===== src/rtl/cfg_loader_pkg.sv =====
`timescale 1ns/1ps
package cfg_loader_pkg;
  typedef enum logic [1:0] {
    LD_PARALLEL,
    LD_TRANSFER,
    LD_FOLLOW,
    LD_HOLD
  } load_mode_e;
endpackage


===== src/rtl/cfg_sync.sv =====
`timescale 1ns/1ps
module cfg_sync #(
  parameter int W = 1,
  parameter int STAGES = 2,
  parameter logic [W-1:0] RST_VAL = '0
) (
  input  logic         clk,
  input  logic         rst,
  input  logic [W-1:0] d,
  output logic [W-1:0] q
);
  logic [W-1:0] stg [STAGES];

  always_ff @(posedge clk) begin
    if (rst) stg[0] <= RST_VAL;
    else     stg[0] <= d;
  end

  genvar i;
  generate
    for (i = 1; i < STAGES; i++) begin : g_stage
      always_ff @(posedge clk) begin
        if (rst) stg[i] <= RST_VAL;
        else     stg[i] <= stg[i-1];
      end
    end
  endgenerate

  assign q = stg[STAGES-1];
endmodule


===== src/rtl/cfg_edge.sv =====
`timescale 1ns/1ps
module cfg_edge #(
  parameter int W = 1
) (
  input  logic         clk,
  input  logic         rst,
  input  logic [W-1:0] lvl,
  output logic [W-1:0] rise
);
  logic [W-1:0] prev_q;

  always_ff @(posedge clk) begin
    if (rst) prev_q <= '0;
    else     prev_q <= lvl;
  end

  assign rise = lvl & ~prev_q;
endmodule


===== src/rtl/cfg_shift.sv =====
`timescale 1ns/1ps
module cfg_shift #(
  parameter int FW = 14
) (
  input  logic          clk,
  input  logic          rst,
  input  logic          en,
  input  logic          din,
  output logic [FW-1:0] sr_q
);
  always_ff @(posedge clk) begin
    if (rst)     sr_q <= '0;
    else if (en) sr_q <= {sr_q[FW-2:0], din};
  end
endmodule


===== src/rtl/cfg_regs.sv =====
`timescale 1ns/1ps
module cfg_regs
  import cfg_loader_pkg::*;
#(
  parameter int M_W = 9,
  parameter int N_W = 2,
  parameter int T_W = 3,
  localparam int FW = T_W + N_W + M_W
) (
  input  logic           clk,
  input  logic           rst,
  input  logic           pl_s,
  input  logic           sld_s,
  input  logic           sld_rise,
  input  logic           sclk_rise,
  input  logic           sd_s,
  input  logic [M_W-1:0] mp_s,
  input  logic [N_W-1:0] np_s,
  input  logic [FW-1:0]  sr_q,
  output logic [M_W-1:0] m_q,
  output logic [N_W-1:0] n_q,
  output logic [T_W-1:0] t_q
);
  load_mode_e mode;

  always_comb begin
    if (!pl_s)                   mode = LD_PARALLEL;
    else if (sld_rise)           mode = LD_TRANSFER;
    else if (sld_s && sclk_rise) mode = LD_FOLLOW;
    else                         mode = LD_HOLD;
  end

  always_ff @(posedge clk) begin
    if (rst) begin
      m_q <= '1;
      n_q <= '1;
      t_q <= '0;
    end else begin
      case (mode)
        LD_PARALLEL: begin
          m_q <= mp_s;
          n_q <= np_s;
          t_q <= '0;
        end
        LD_TRANSFER: begin
          t_q <= sr_q[FW-1 -: T_W];
          n_q <= sr_q[M_W +: N_W];
          m_q <= sr_q[M_W-1:0];
        end
        LD_FOLLOW: m_q <= {sr_q[M_W-2:0], sd_s};
        default: ;
      endcase
    end
  end
endmodule


===== src/rtl/cfg_loader.sv =====
`timescale 1ns/1ps
module cfg_loader #(
  parameter int M_W = 9,
  parameter int N_W = 2,
  parameter int T_W = 3,
  parameter int SYNC_STAGES = 2
) (
  input  logic           clk,
  input  logic           rst,
  input  logic           par_load_n,
  input  logic [M_W-1:0] m_pins,
  input  logic [N_W-1:0] n_pins,
  input  logic           ser_clk,
  input  logic           ser_data,
  input  logic           ser_load,
  output logic [M_W-1:0] m_out,
  output logic [N_W-1:0] n_out,
  output logic [T_W-1:0] t_out,
  output logic           shift_out
);
  localparam int FW = T_W + N_W + M_W;
  localparam int PW = M_W + N_W;

  logic           pl_s, sclk_s, sd_s, sld_s;
  logic           sclk_rise, sld_rise;
  logic [M_W-1:0] mp_s;
  logic [N_W-1:0] np_s;
  logic [FW-1:0]  sr_q;

  cfg_sync #(.W(4), .STAGES(SYNC_STAGES), .RST_VAL(4'b1000)) u_sync_ctl (
    .clk(clk), .rst(rst),
    .d({par_load_n, ser_clk, ser_data, ser_load}),
    .q({pl_s, sclk_s, sd_s, sld_s})
  );

  cfg_sync #(.W(PW), .STAGES(SYNC_STAGES), .RST_VAL('0)) u_sync_par (
    .clk(clk), .rst(rst),
    .d({m_pins, n_pins}),
    .q({mp_s, np_s})
  );

  cfg_edge #(.W(2)) u_edge (
    .clk(clk), .rst(rst),
    .lvl({sclk_s, sld_s}),
    .rise({sclk_rise, sld_rise})
  );

  cfg_shift #(.FW(FW)) u_shift (
    .clk(clk), .rst(rst),
    .en(pl_s & sclk_rise),
    .din(sd_s),
    .sr_q(sr_q)
  );

  cfg_regs #(.M_W(M_W), .N_W(N_W), .T_W(T_W)) u_regs (
    .clk(clk), .rst(rst),
    .pl_s(pl_s), .sld_s(sld_s), .sld_rise(sld_rise), .sclk_rise(sclk_rise),
    .sd_s(sd_s), .mp_s(mp_s), .np_s(np_s), .sr_q(sr_q),
    .m_q(m_out), .n_q(n_out), .t_q(t_out)
  );

  assign shift_out = sr_q[FW-1];
endmodule


===== config.mk =====
export PLATFORM = sky130hd
export DESIGN_NAME = cfg_loader
export DESIGN_NICKNAME = d
export VERILOG_FILES = /design/src/rtl/cfg_loader_pkg.sv /design/src/rtl/cfg_sync.sv /design/src/rtl/cfg_edge.sv /design/src/rtl/cfg_shift.sv /design/src/rtl/cfg_regs.sv /design/src/rtl/cfg_loader.sv
export SDC_FILE = /design/constraint.sdc
export NUM_CORES = 1
export LEC_CHECK = 0
export BUFFER_PORTS_ARGS = -buffer_cell sky130_fd_sc_hd__buf_2
export CAP_MARGIN = 20
export CORE_ASPECT_RATIO = 0.5
export CORE_MARGIN = 2
export CORE_UTILIZATION = 39
export CTS_CLUSTER_DIAMETER = 40
export DETAILED_ROUTE_END_ITERATION = 8
export PLACE_DENSITY = 0.64
export REMOVE_ABC_BUFFERS = 1
export SLEW_MARGIN = 15
export SYNTH_ARGS = -nofsm -noshare
export SYNTH_HDL_FRONTEND = slang
export SYNTH_SLANG_ARGS = --single-unit

===== constraint.sdc =====
create_clock -name clk -period 3.1 [get_ports clk]
set_clock_uncertainty 0.05 [all_clocks]
set_input_delay 0.31 -clock clk [delete_from_list [all_inputs] [get_ports clk]]
set_output_delay 0.31 -clock clk [all_outputs]
set_load 0.005 [all_outputs]

# Word-level counts from Yosys, hierarchy flattened
# Memory sizes are Yosys's and may differ from the RTL's.
# Index checks and enable logic that the tools add are counted.
[word_totals] latchBits=0 ramBits=30 reg_bits=30 input_bits=17 mem_count=2 mem_bits_ro=0
[mem_list] name="u_sync_par.stg" words=2 width=11 rd=2 rd_ports_with_merged_regs=0 wr=2 line="cfg_sync.sv:12" source="logic [W-1:0] stg [STAGES];"
[mem_list] name="u_sync_ctl.stg" words=2 width=4 rd=2 rd_ports_with_merged_regs=0 wr=2 line="cfg_sync.sv:12"
[op_classes] magnitude_cmp=0 n_shift=0 bitwise=7 reduce_logical=4 n_addsub=0 div_mod_pow=0 multipliers=0 eq_ne=2 n_mux=13
[ops] cell="$pmux W9 S3" n=1
[ops] cell="$mux W11" n=2
[ops] cell="$mux W4" n=2
[ops] cell="$pmux W3 S2" n=1
[ops] cell="$mux W1" n=4
[ops] cell="$mux W2" n=2
[ops] cell="$or A1 B1 Y1" n=4
[ops] cell="$pmux W2 S2" n=1
[ops] cell="$reduce_bool A3 Y1" n=1
[ops] cell="$and A2 B2 Y2" n=1
[ops] cell="$eq A2 B1 Y1 const B" n=1
[ops] cell="$eq A2 B2 Y1 const B" n=1
[ops] cell="$logic_not A2 Y1" n=1
[ops] cell="$not A2 Y2" n=1
[ops] cell="$reduce_bool A2 Y1" n=1
[ops] cell="$and A1 B1 Y1" n=1
[ops] cell="$logic_and A1 B1 Y1" n=1

# Logic depth before layout (Yosys ltp)
# Gate-level depths: netlist of run 1.
[logic_depth] word_depth=8 depth_mapped=5

# Hierarchy
# From an unflattened synthesis of run 1, not the netlist that was laid out.
[hier_totals] hier_cells=189 area_unflattened_um2=2149.6
[modules_own_cells] mod="cfg_regs" n_inst=1 area_per_inst_um2=714.4 cells_per_inst=75
[modules_own_cells] mod="cfg_sync at u_sync_par" n_inst=1 area_per_inst_um2=640.6 cells_per_inst=46
[modules_own_cells] mod="cfg_shift" n_inst=1 area_per_inst_um2=508.0 cells_per_inst=45
[modules_own_cells] mod="cfg_sync at u_sync_ctl" n_inst=1 area_per_inst_um2=210.2 cells_per_inst=16
[modules_own_cells] mod="cfg_edge" n_inst=1 area_per_inst_um2=70.1 cells_per_inst=6
[modules_own_cells] mod="cfg_loader" n_inst=1 area_per_inst_um2=6.3 cells_per_inst=1

# Worst setup path before layout of run 1
# No wires, ideal clock.
[synth_path] path_kind="reg-to-reg" from="memory u_sync_ctl.stg[4][3], in the netlist u_sync_ctl.stg[1][3]" to="register u_regs.m_q[6]" path_stages_with_launch=6 required_time_ns=2.932 path_slack_ns=1.819 t_arrival_ns=1.113 setup_ns=0.118 period_less_slack_ns=1.281 path_buffers=1 path_cell_list="dfxtp_1 > buf_6 > nand2_2 > mux2_2 > a21oi_1 > a2bb2oi_2"
[synth_rtl] item="start: declaration" line="cfg_sync.sv:12"
[synth_rtl] item="end signal: assignment" line="cfg_regs.sv:41" source="m_q <= mp_s;"
[synth_rtl] item="end signal: assignment" line="cfg_regs.sv:48" source="m_q <= sr_q[M_W-1:0];"
[synth_rtl] item="end signal: assignment" line="cfg_regs.sv:50" source="LD_FOLLOW: m_q <= {sr_q[M_W-2:0], sd_s};"
[synth_rtl] item="end: declaration" line="cfg_regs.sv:20" source="output logic [M_W-1:0] m_q,"

# Worst setup path after layout of run 1
[layout_path] from="register u_edge.prev_q[0]" to="register u_regs.n_q[0]"
[layout_via] elab_chain_len=6 word_cells_on_any_way=8
[layout_lines] item="start: declaration" line="cfg_edge.sv:10" source="logic [W-1:0] prev_q;"
[layout_lines] item="start signal: assignment" line="cfg_edge.sv:14" source="else prev_q <= lvl;"
[layout_lines] item="$not A2 Y2 *" line="cfg_edge.sv:17" source="assign rise = lvl & ~prev_q;"
[layout_lines] item="$and A2 B2 Y2 *" line="cfg_edge.sv:17"
[layout_lines] item="$mux W2 *" line="cfg_regs.sv:28" source="else if (sld_rise) mode = LD_TRANSFER;"
[layout_lines] item="$mux W2 *" line="cfg_regs.sv:27" source="if (!pl_s) mode = LD_PARALLEL;"
[layout_lines] item="$eq A2 B1 Y1 / $logic_not A2 Y1 (equally long branches)" line="cfg_regs.sv:39" source="case (mode)"
[layout_lines] item="$pmux W2 S2 / $reduce_bool A2 Y1 (equally long branches)"
[layout_lines] item="end signal: assignment" line="cfg_regs.sv:42" source="n_q <= np_s;"
[layout_lines] item="end signal: assignment" line="cfg_regs.sv:47" source="n_q <= sr_q[M_W +: N_W];"
[layout_lines] item="end: declaration" line="cfg_regs.sv:21" source="output logic [N_W-1:0] n_q,"
# Mark *: on every way between the ends. The rest lies on a longest branch, timed or not.
# A chain may end at the register's enable or synchronous reset.

==> flow_summary.yaml, run 1 <==
clocking:
  postCtsHoldBufs: 0
  cts_tree: "yes"
  cts_made_buffers: 9
  post_cts_resized: 0
  clkTransAtPathRegs_ns: 0.06
  clockBufferDepth: 2
  root_buffer: "clkbuf_8"
  postCtsSetupBuffers: 0
  clock_sinks: 60
  h-tree-depth: 3
  clkLatencyLatePin_ns: 0.33
sta:
  max_freq_mhz: 597.2
  rsz0062_at_grt: "false"
  fin_crit_ns: 1.674
  final_hold_viol_count: 0
  slew_headroom: 0.5134
  tightestPinTransition_ns: 0.7294
  maxSlewViolCount: 0
  fin_ws_ns: 1.426
  setup_viol: 0
  finalSetupTns_ns: 0
  period_share: 0.5401
critical_path:
  path_class: "reg -> reg"
  start_kind: "flip-flop"
  cp_slowest_cell: "dfxtp_1"
  path_buf_inv: 0
  worstSetupEndpointType: "flip-flop"
  critPathTopFamily: "simple AND/OR/NAND/NOR gates"
  max_stage_delay_ns: 0.57
  required_ns: 3.26
  cp.arrival_ns: 1.84
  path_cells: "nand2b_1, mux2i_1, a21oi_1, or2_2"
  crit_fanout: 13
synth:
  synth_top_area_frac: 0.5505
  ys_seq_area_frac: 0.5505
  ys_ff_latch: 60
  synthArstFlopShare: 0
  synth_edf_count: 0
  synth_area_um2: 2182
  ys_warn_count: 0
  synth_cell_types: 28
  synth_largest_area_cell: "dfxtp_1"
  syn_area_per_cell_um2: 9.964
  yosys-top-cells-area: "dfxtp_1 55%, nor2b_1 11%, a21oi_1 7.3%"
  ys.flop_type: "dfxtp_1"
  syn_inst: 219
pwr:
  peakVddDrop_mv: 0.2274
  p_total_uw: 1463
  power-per-cell-area_nw_per_um2: 585.9
  cellLeakagePower_uw: 0.001010
floorplanning:
  die-area_um2: 6246
  die_w_um: 109.8
  core_um2: 5444
  rows: 19
  fp.dieH_um: 56.89
  io_pins: 32
  start_util: 0.4008
detailed_routing:
  drt_iter0_markers: 81
  wire_per_inst_um: 12.08
  ant_nets: 0
  dr_total_vias: 1530
  firstDrtPassIters: 5
  wl_um: 3902
  drc: 0
  avgViaCountPerCell: 4.737
grt:
  grt_max_degree: 39
  overflow: 0
  grt_pass1_wl_um: 6472
  antenna_found_initial: 0
  grt_usage: 0.1427
  grt_pass1_vias: 1405
layout:
  multi_input_area_um2: 893.4
  regArea_um2: 1201
  nNetsFinal: 266
  area_growth_pct: 14.45
  drive_above_1_share: 0.2400
  num_antenna_cells: 0
  nFillCells: 524
placement:
  dpl_worst_slack_ns: 1.426
  port-buffer-count: 31
  gp_congestion: 0.7338
  post-dp-hpwl_um: 2522
status:
  status: "finished clean"
flow_run:
  max-cap-violations: 0
worst_hold_path:
  hold_path_class: "in -> reg"
[cells in the mapped netlist (all sizes together) (3+ instances only)]
library cell	n
dfxtp	60
nor2b	37
a21oi	33
nand2	30
a2bb2oi	9
buf	9
mux2	8
nor2	6
mux2i	5
and2	4
clkbuf	4
or2	4
nand2b	3
[cells in the final DEF, fill, tap and decap left out]
| cell | netlist | layout |
|---|---|---|
| dfxtp_1 | 60 | 60 |
| nor2b_1 | 37 | 37 |
| a21oi_1 | 32 | 32 |
| buf_2 | 3 | 31 |
| nand2_1 | 29 | 29 |
| clkbuf_8 | 0 | 10 |
| mux2_2 | 8 | 8 |
| a2bb2oi_1 | 8 | 8 |
| nor2_1 | 6 | 6 |
| mux2i_1 | 5 | 5 |
| or2_2 | 4 | 4 |
| nand2b_1 | 3 | 3 |
| and2_1 | 2 | 2 |
| and2_0 | 2 | 2 |
| clkbuf_1 | 3 | 2 |
| inv_2 | 1 | 1 |
| o21bai_4 | 1 | 1 |
| nand2_2 | 1 | 1 |
| and2b_1 | 1 | 1 |
| and4_2 | 1 | 1 |
| a221o_1 | 1 | 1 |
| a21oi_2 | 1 | 1 |
| a2bb2oi_2 | 1 | 1 |
| nor3b_1 | 1 | 1 |
| a211oi_1 | 1 | 1 |
| buf_4 | 2 | 1 |
[power by group]
| part | total [µW] | internal [µW] | switching [µW] |
|---|---|---|---|
| registers | 817 | 803 | 14.6 |
| logic | 95.2 | 51.3 | 43.9 |
| clock network | 551 | 294 | 257 |
[metal layers]
layer / global-route usage / vias to the layer above / routed length, µm
met3: 0.05923 / 8 / 222
met5: 0 / - / 0
met4: 0.09222 / 0 / 72
met2: 0.2016 / 37 / 1694
li1: - / 782 / -
met1: 0.1775 / 703 / 1914
[metrics by stage]
stage | cells | instance area, µm² | hold WS (ns) | utilization
2_1_floorplan | 206 | 2098 | 0.3267 | -
3_3_place_gp | 311 | 2352 | 0.3455 | 0.4321
3_5_place_dp | 311 | 2352 | 0.3519 | 0.4321
4_1_cts | 323 | 2497 | 0.1022 | 0.4587
5_1_grt | 323 | 2497 | 0.1268 | 0.4587
6_report | 323 | 2497 | 0.1246 | 0.4587
[sequential cells by signal, indices dropped and copies added, names as in the netlist]
name,count
u_edge.prev_q,2
u_regs.m_q,9
u_regs.n_q,2
u_shift.sr_q,14
u_regs.t_q,3
u_sync_ctl.stg,8
u_sync_par.stg,22
[layout make-up]
| class | instances | share of cell area |
|---|---|---|
| multi-input combinational | 145 | 0.3577 |
| clock buffer | 12 | 0.05812 |
| timing repair buffer | 32 | 0.06513 |
| sequential | 60 | 0.4810 |
| tap | 73 | 0.03657 |
| inverter | 1 | 0.001503 |
[cell families (layout without fill, tap and decap cells)]
logic type      Yosys count  after routing  share of synthesized area
buf+inv                  14             45                    0.04013
compound gates           45             45                     0.1330
simple gates             87             87                     0.2122
flops                    60             60                     0.5505
mux                      13             13                    0.06422
[worst paths after layout]
kind | slack [ns] | start | to | depth (start not counted)
worst max register to register | 1.43 | u_edge.prev_q[0]$_SDFF_PP0_ | u_regs.n_q[0]$_SDFFE_PP1P_ | 4
worst min register to register | 0.36 | u_sync_ctl.stg[0][3]$_SDFF_PP1_ | u_sync_ctl.stg[1][3]$_SDFF_PP1_ | 1
worst min-delay path | 0.12 | par_load_n | u_sync_ctl.stg[0][3]$_SDFF_PP1_ | 2
worst max-delay path | 1.43 | u_edge.prev_q[0]$_SDFF_PP0_ | u_regs.n_q[0]$_SDFFE_PP1P_ | 4
No activity file was read; power rests on OpenSTA's default activity.
==> inputs of run 2 (changes only) <==
==> constraint.sdc (replaced) <==
create_clock -name clk -period 1.7 [get_ports clk]
set_clock_uncertainty 0.05 [all_clocks]
set_input_delay 0.17 -clock clk [delete_from_list [all_inputs] [get_ports clk]]
set_output_delay 0.17 -clock clk [all_outputs]
set_load 0.005 [all_outputs]
==> flow_summary.yaml, run 2 (synthesis results as in run 1) <==
clocking:
  postCtsHoldBufs: 15
  post_cts_resized: 0
  root_buffer: "clkbuf_8"
  cts_made_buffers: 9
  clkTransAtPathRegs_ns: 0.06
  h-tree-depth: 3
  clkLatencyLatePin_ns: 0.33
  clockBufferDepth: 2
  postCtsSetupBuffers: 0
  cts_tree: "yes"
  clock_sinks: 60
critical_path:
  path_class: "reg -> reg"
  max_stage_delay_ns: 0.48
  start_kind: "flip-flop"
  required_ns: 1.87
  r2r_start: "u_sync_ctl.stg[1][3]$_SDFF_PP1_"
  cp.arrival_ns: 1.66
  worstSetupEndpointType: "flip-flop"
  startpoint: "u_sync_ctl.stg[1][3]$_SDFF_PP1_"
  cp_slowest_cell: "a221o_1"
  path_cells: "and2_0, a221o_1, a21oi_1, a2bb2oi_1"
  crit_fanout: 11
detailed_routing:
  ant_nets: 0
  dr_total_vias: 1610
  drt_iter0_markers: 67
  avgViaCountPerCell: 4.680
  drc: 0
  wl_um: 4187
  wire_per_inst_um: 12.17
  firstDrtPassIters: 4
pwr:
  peakVddDrop_mv: 0.4819
  power-per-cell-area_nw_per_um2: 1074
  cellLeakagePower_uw: 0.001117
layout:
  num_antenna_cells: 0
  area_growth_pct: 24.77
  regArea_um2: 1201
  top_regs: "u_sync_par.stg (22), u_shift.sr_q (14), u_regs.m_q (9)"
  layout_commonest_cell: "dfxtp_1"
  drive_above_1_share: 0.2472
  layout_common_cells: "60 x dfxtp_1, 37 x nor2b_1, 32 x a21oi_1, 31 x buf_2, 29 x nand2_1"
  top_register: "u_sync_par.stg"
  multi_input_area_um2: 893.4
  largest_reg_flops: 22
  nNetsFinal: 285
  nFillCells: 514
placement:
  post-dp-hpwl_um: 2719
  dpl_worst_slack_ns: 0.2281
  gp_congestion: 0.7478
  port-buffer-count: 31
sta:
  maxSlewViolCount: 0
  fin_crit_ns: 1.498
  final_hold_viol_count: 0
  fin_ws_ns: 0.2021
  period_share: 0.8811
  tightestPinTransition_ns: 0.5296
  setup_viol: 0
  rsz0062_at_grt: "false"
  finalSetupTns_ns: 0
  slew_headroom: 0.6461
  max_freq_mhz: 667.6
grt:
  grt_pass1_wl_um: 7010
  antenna_found_initial: 0
  overflow: 0
  grt_usage: 0.1544
  grt_pass1_vias: 1548
  grt_max_degree: 39
floorplanning:
  io_pins: 32
  die-area_um2: 6246
  rows: 19
  start_util: 0.4008
  die_w_um: 109.8
  fp.dieH_um: 56.89
  core_um2: 5444
status:
  status: "finished clean"
worst_hold_path:
  hold_path_class: "in -> reg"
  worstHoldStart: "rst"
flow_run:
  max-cap-violations: 0
-- run 2: changes by cell type in the layout (fill, tap and decap cells not counted) --
cell,before,now
clkbuf_8,10,11
buf_4,1,5
bufinv_16,0,1
clkinv_2,0,1
dlygate4sd3_1,0,15
clkbuf_1,2,1
-- run 2: cell type report --
cell class,count,share of cell area
sequential,60,0.4412
timing repair buffer,51,0.1259
multi-input combinational,145,0.3281
tap,73,0.03355
clock buffer,12,0.05699
clock inverter,2,0.01287
inverter,1,0.001379
-- run 2: critical path, delay by kind of cell, from the launching register on --
family             cells  cell delay [ns]
AOI/OAI and AO/OA      3             0.74
and+or+nand+nor        1             0.19
DFF                    1             0.40
-- run 2: per-layer routing --
metal / global-route usage / wire [µm] / vias up
li1: - / - / 819
met1: 0.1844 / 1983 / 752
met2: 0.2296 / 1903 / 33
met3: 0.07898 / 245 / 6
met4: 0.07233 / 54 / 0
met5: 0 / 0 / -
-- run 2: path summary, 6_finish.rpt --
path,cells past startpoint,end,slack [ns]
max,4,u_regs.m_q[1]$_SDFFE_PP1P_,0.20
min,2,u_edge.prev_q[0]$_SDFF_PP0_,0.09
max reg2reg,4,u_regs.m_q[1]$_SDFFE_PP1P_,0.20
min reg2reg,1,u_sync_ctl.stg[1][3]$_SDFF_PP1_,0.37
-- run 2: metrics by stage --
step	utilization	power [µW]	hold slack, ns	cells	instance area (µm²)
finish	0.5001	2924	0.09269	344	2723
global route	0.5001	3069	0.08661	344	2723
CTS	0.5001	2982	0.07717	344	2723
detailed placement	0.4376	1703	0.3061	315	2382
global placement	0.4376	1699	0.3064	315	2382
floorplan	-	1618	0.1867	206	2098
-- run 2: report_power, final --
part           internal [µW]  switching (µW)  leakage (µW)
Sequential              1460            27.0      0.000492
Clock                    738             490     0.0000983
Combinational            120            86.6      0.000526
==> inputs of run 3 (changes only) <==
--- a/config.mk
+++ b/config.mk
@@ -13,6 +13,7 @@
 export CTS_CLUSTER_DIAMETER = 40
 export DETAILED_ROUTE_END_ITERATION = 8
 export PLACE_DENSITY = 0.64
+export RECOVER_POWER = 50
 export REMOVE_ABC_BUFFERS = 1
 export SLEW_MARGIN = 15
 export SYNTH_ARGS = -nofsm -noshare
==> flow_summary.yaml, run 3 (synthesis results as in run 1) <==
status:
  status: "finished clean"
critical_path:
  start_kind: "flip-flop"
  critPathTopFamily: "compound AO/OA/AOI/OAI gates"
  path_buf_inv: 0
  worstSetupEndpointType: "flip-flop"
  required_ns: 1.87
  max_stage_delay_ns: 0.48
  path_class: "reg -> reg"
  path_cells: "and2_0, a221o_1, a21oi_1, a2bb2oi_1"
  cp.arrival_ns: 1.66
  crit_fanout: 11
  cp_slowest_cell: "a221o_1"
grt:
  grt_usage: 0.1544
  grt_pass1_wl_um: 7010
  antenna_found_initial: 0
  overflow: 0
  grt_max_degree: 39
  grt_pass1_vias: 1548
placement:
  dpl_worst_slack_ns: 0.2281
  port-buffer-count: 31
  post-dp-hpwl_um: 2719
  gp_congestion: 0.7478
layout:
  layout_common_cells: "60 x dfxtp_1, 37 x nor2b_1, 32 x a21oi_1, 29 x nand2_1, 29 x buf_2"
  layout_commonest_cell: "dfxtp_1"
  drive_above_1_share: 0.2362
  num_antenna_cells: 0
  top_register: "u_sync_par.stg"
  post-route-util: 0.4992
  nFillCells: 515
  largest_reg_flops: 22
  area_growth_pct: 24.54
  nNetsFinal: 285
  top_regs: "u_sync_par.stg (22), u_shift.sr_q (14), u_regs.m_q (9)"
sta:
  period_share: 0.8755
  fin_ws_ns: 0.2116
  hold_ws_ns: 0.1971
  fin_crit_ns: 1.488
  final_hold_viol_count: 0
  tightestPinTransition_ns: 0.7044
  slew_headroom: 0.5304
  maxSlewViolCount: 0
  finalSetupTns_ns: 0
  rsz0062_at_grt: "false"
  setup_viol: 0
  max_freq_mhz: 671.9
detailed_routing:
  ant_nets: 0
  firstDrtPassIters: 4
  avgViaCountPerCell: 4.695
  dr_total_vias: 1615
  drc: 0
  routed-wl-met3_um: 243
  highest_layer: "met4"
  wl_met2_um: 1897
  wl_um: 4149
  wire_per_inst_um: 12.06
  drt_iter0_markers: 70
  wl_met1_um: 1942
clocking:
  root_buffer: "clkbuf_8"
  clkLatencyLatePin_ns: 0.33
  clockBufferDepth: 2
  h-tree-depth: 3
  clkTransAtPathRegs_ns: 0.06
  clock_sinks: 60
  post_cts_resized: 0
  cts_tree: "yes"
  cts_made_buffers: 9
floorplanning:
  fp.dieH_um: 56.89
  core_um2: 5444
  start_util: 0.4008
  rows: 19
  die_w_um: 109.8
  die-area_um2: 6246
  io_pins: 32
pwr:
  peakVddDrop_mv: 0.4818
  cellLeakagePower_uw: 0.001109
  p_total_uw: 2924
  power-per-cell-area_nw_per_um2: 1076
worst_hold_path:
  hold_path_class: "in -> reg"
flow_run:
  max-cap-violations: 0
## run 3: changes by cell type in the layout (fill, tap and decap cells not counted), sizes merged
cell,delta
clkbuf,+3
buf,-3
## run 3: metal layers
metal / up-vias / track usage
met2: 35 / 0.2296
met1: 753 / 0.1844
met4: 0 / 0.07233
li1: 819 / -
met3: 8 / 0.07898
met5: - / 0
## run 3: worst reg2reg max path: cells and delay by family, from the launching register on
family	cells	cell delay, ns
AOI/OAI and AO/OA	3	0.74
DFF	1	0.40
and+or+nand+nor	1	0.19
## run 3: per-stage QoR
| step | std cells | cell area [µm²] |
|---|---|---|
| after floorplan | 206 | 2098 |
| after global placement | 315 | 2382 |
| after detailed placement | 315 | 2382 |
| after CTS | 344 | 2723 |
| after global routing | 344 | 2718 |
| final | 344 | 2718 |
## run 3: worst paths after layout
| kind | from | to | slack [ns] | cells past startpoint |
|---|---|---|---|---|
| max reg2reg | u_sync_ctl.stg[1][3]$_SDFF_PP1_ | u_regs.m_q[1]$_SDFFE_PP1P_ | 0.21 | 4 |
| max | u_sync_ctl.stg[1][3]$_SDFF_PP1_ | u_regs.m_q[1]$_SDFFE_PP1P_ | 0.21 | 4 |
| min | rst | u_edge.prev_q[0]$_SDFF_PP0_ | 0.20 | 2 |
| min reg2reg | u_sync_ctl.stg[0][3]$_SDFF_PP1_ | u_sync_ctl.stg[1][3]$_SDFF_PP1_ | 0.37 | 1 |
## run 3: report_power, final
part	internal [µW]	switching (µW)
logic	119	86.2
registers	1460	27.1
clock network	738	491
total	2320	605
## run 3: area by class of cell
cell class,count,area [µm²],area share
Sequential cell,60,1201,0.4420
Multi-Input combinational cell,145,893.4,0.3287
Timing Repair Buffer,51,337.8,0.1243
Clock buffer,12,155.1,0.05709
Tap cell,73,91.34,0.03361
Clock inverter,2,35.03,0.01289
Inverter,1,3.754,0.001381
## run 3: repair_timing
action,in CTS,in global routing
hold buffers,15,0
hold endpoints to repair,15,0
buffers inserted,0,0
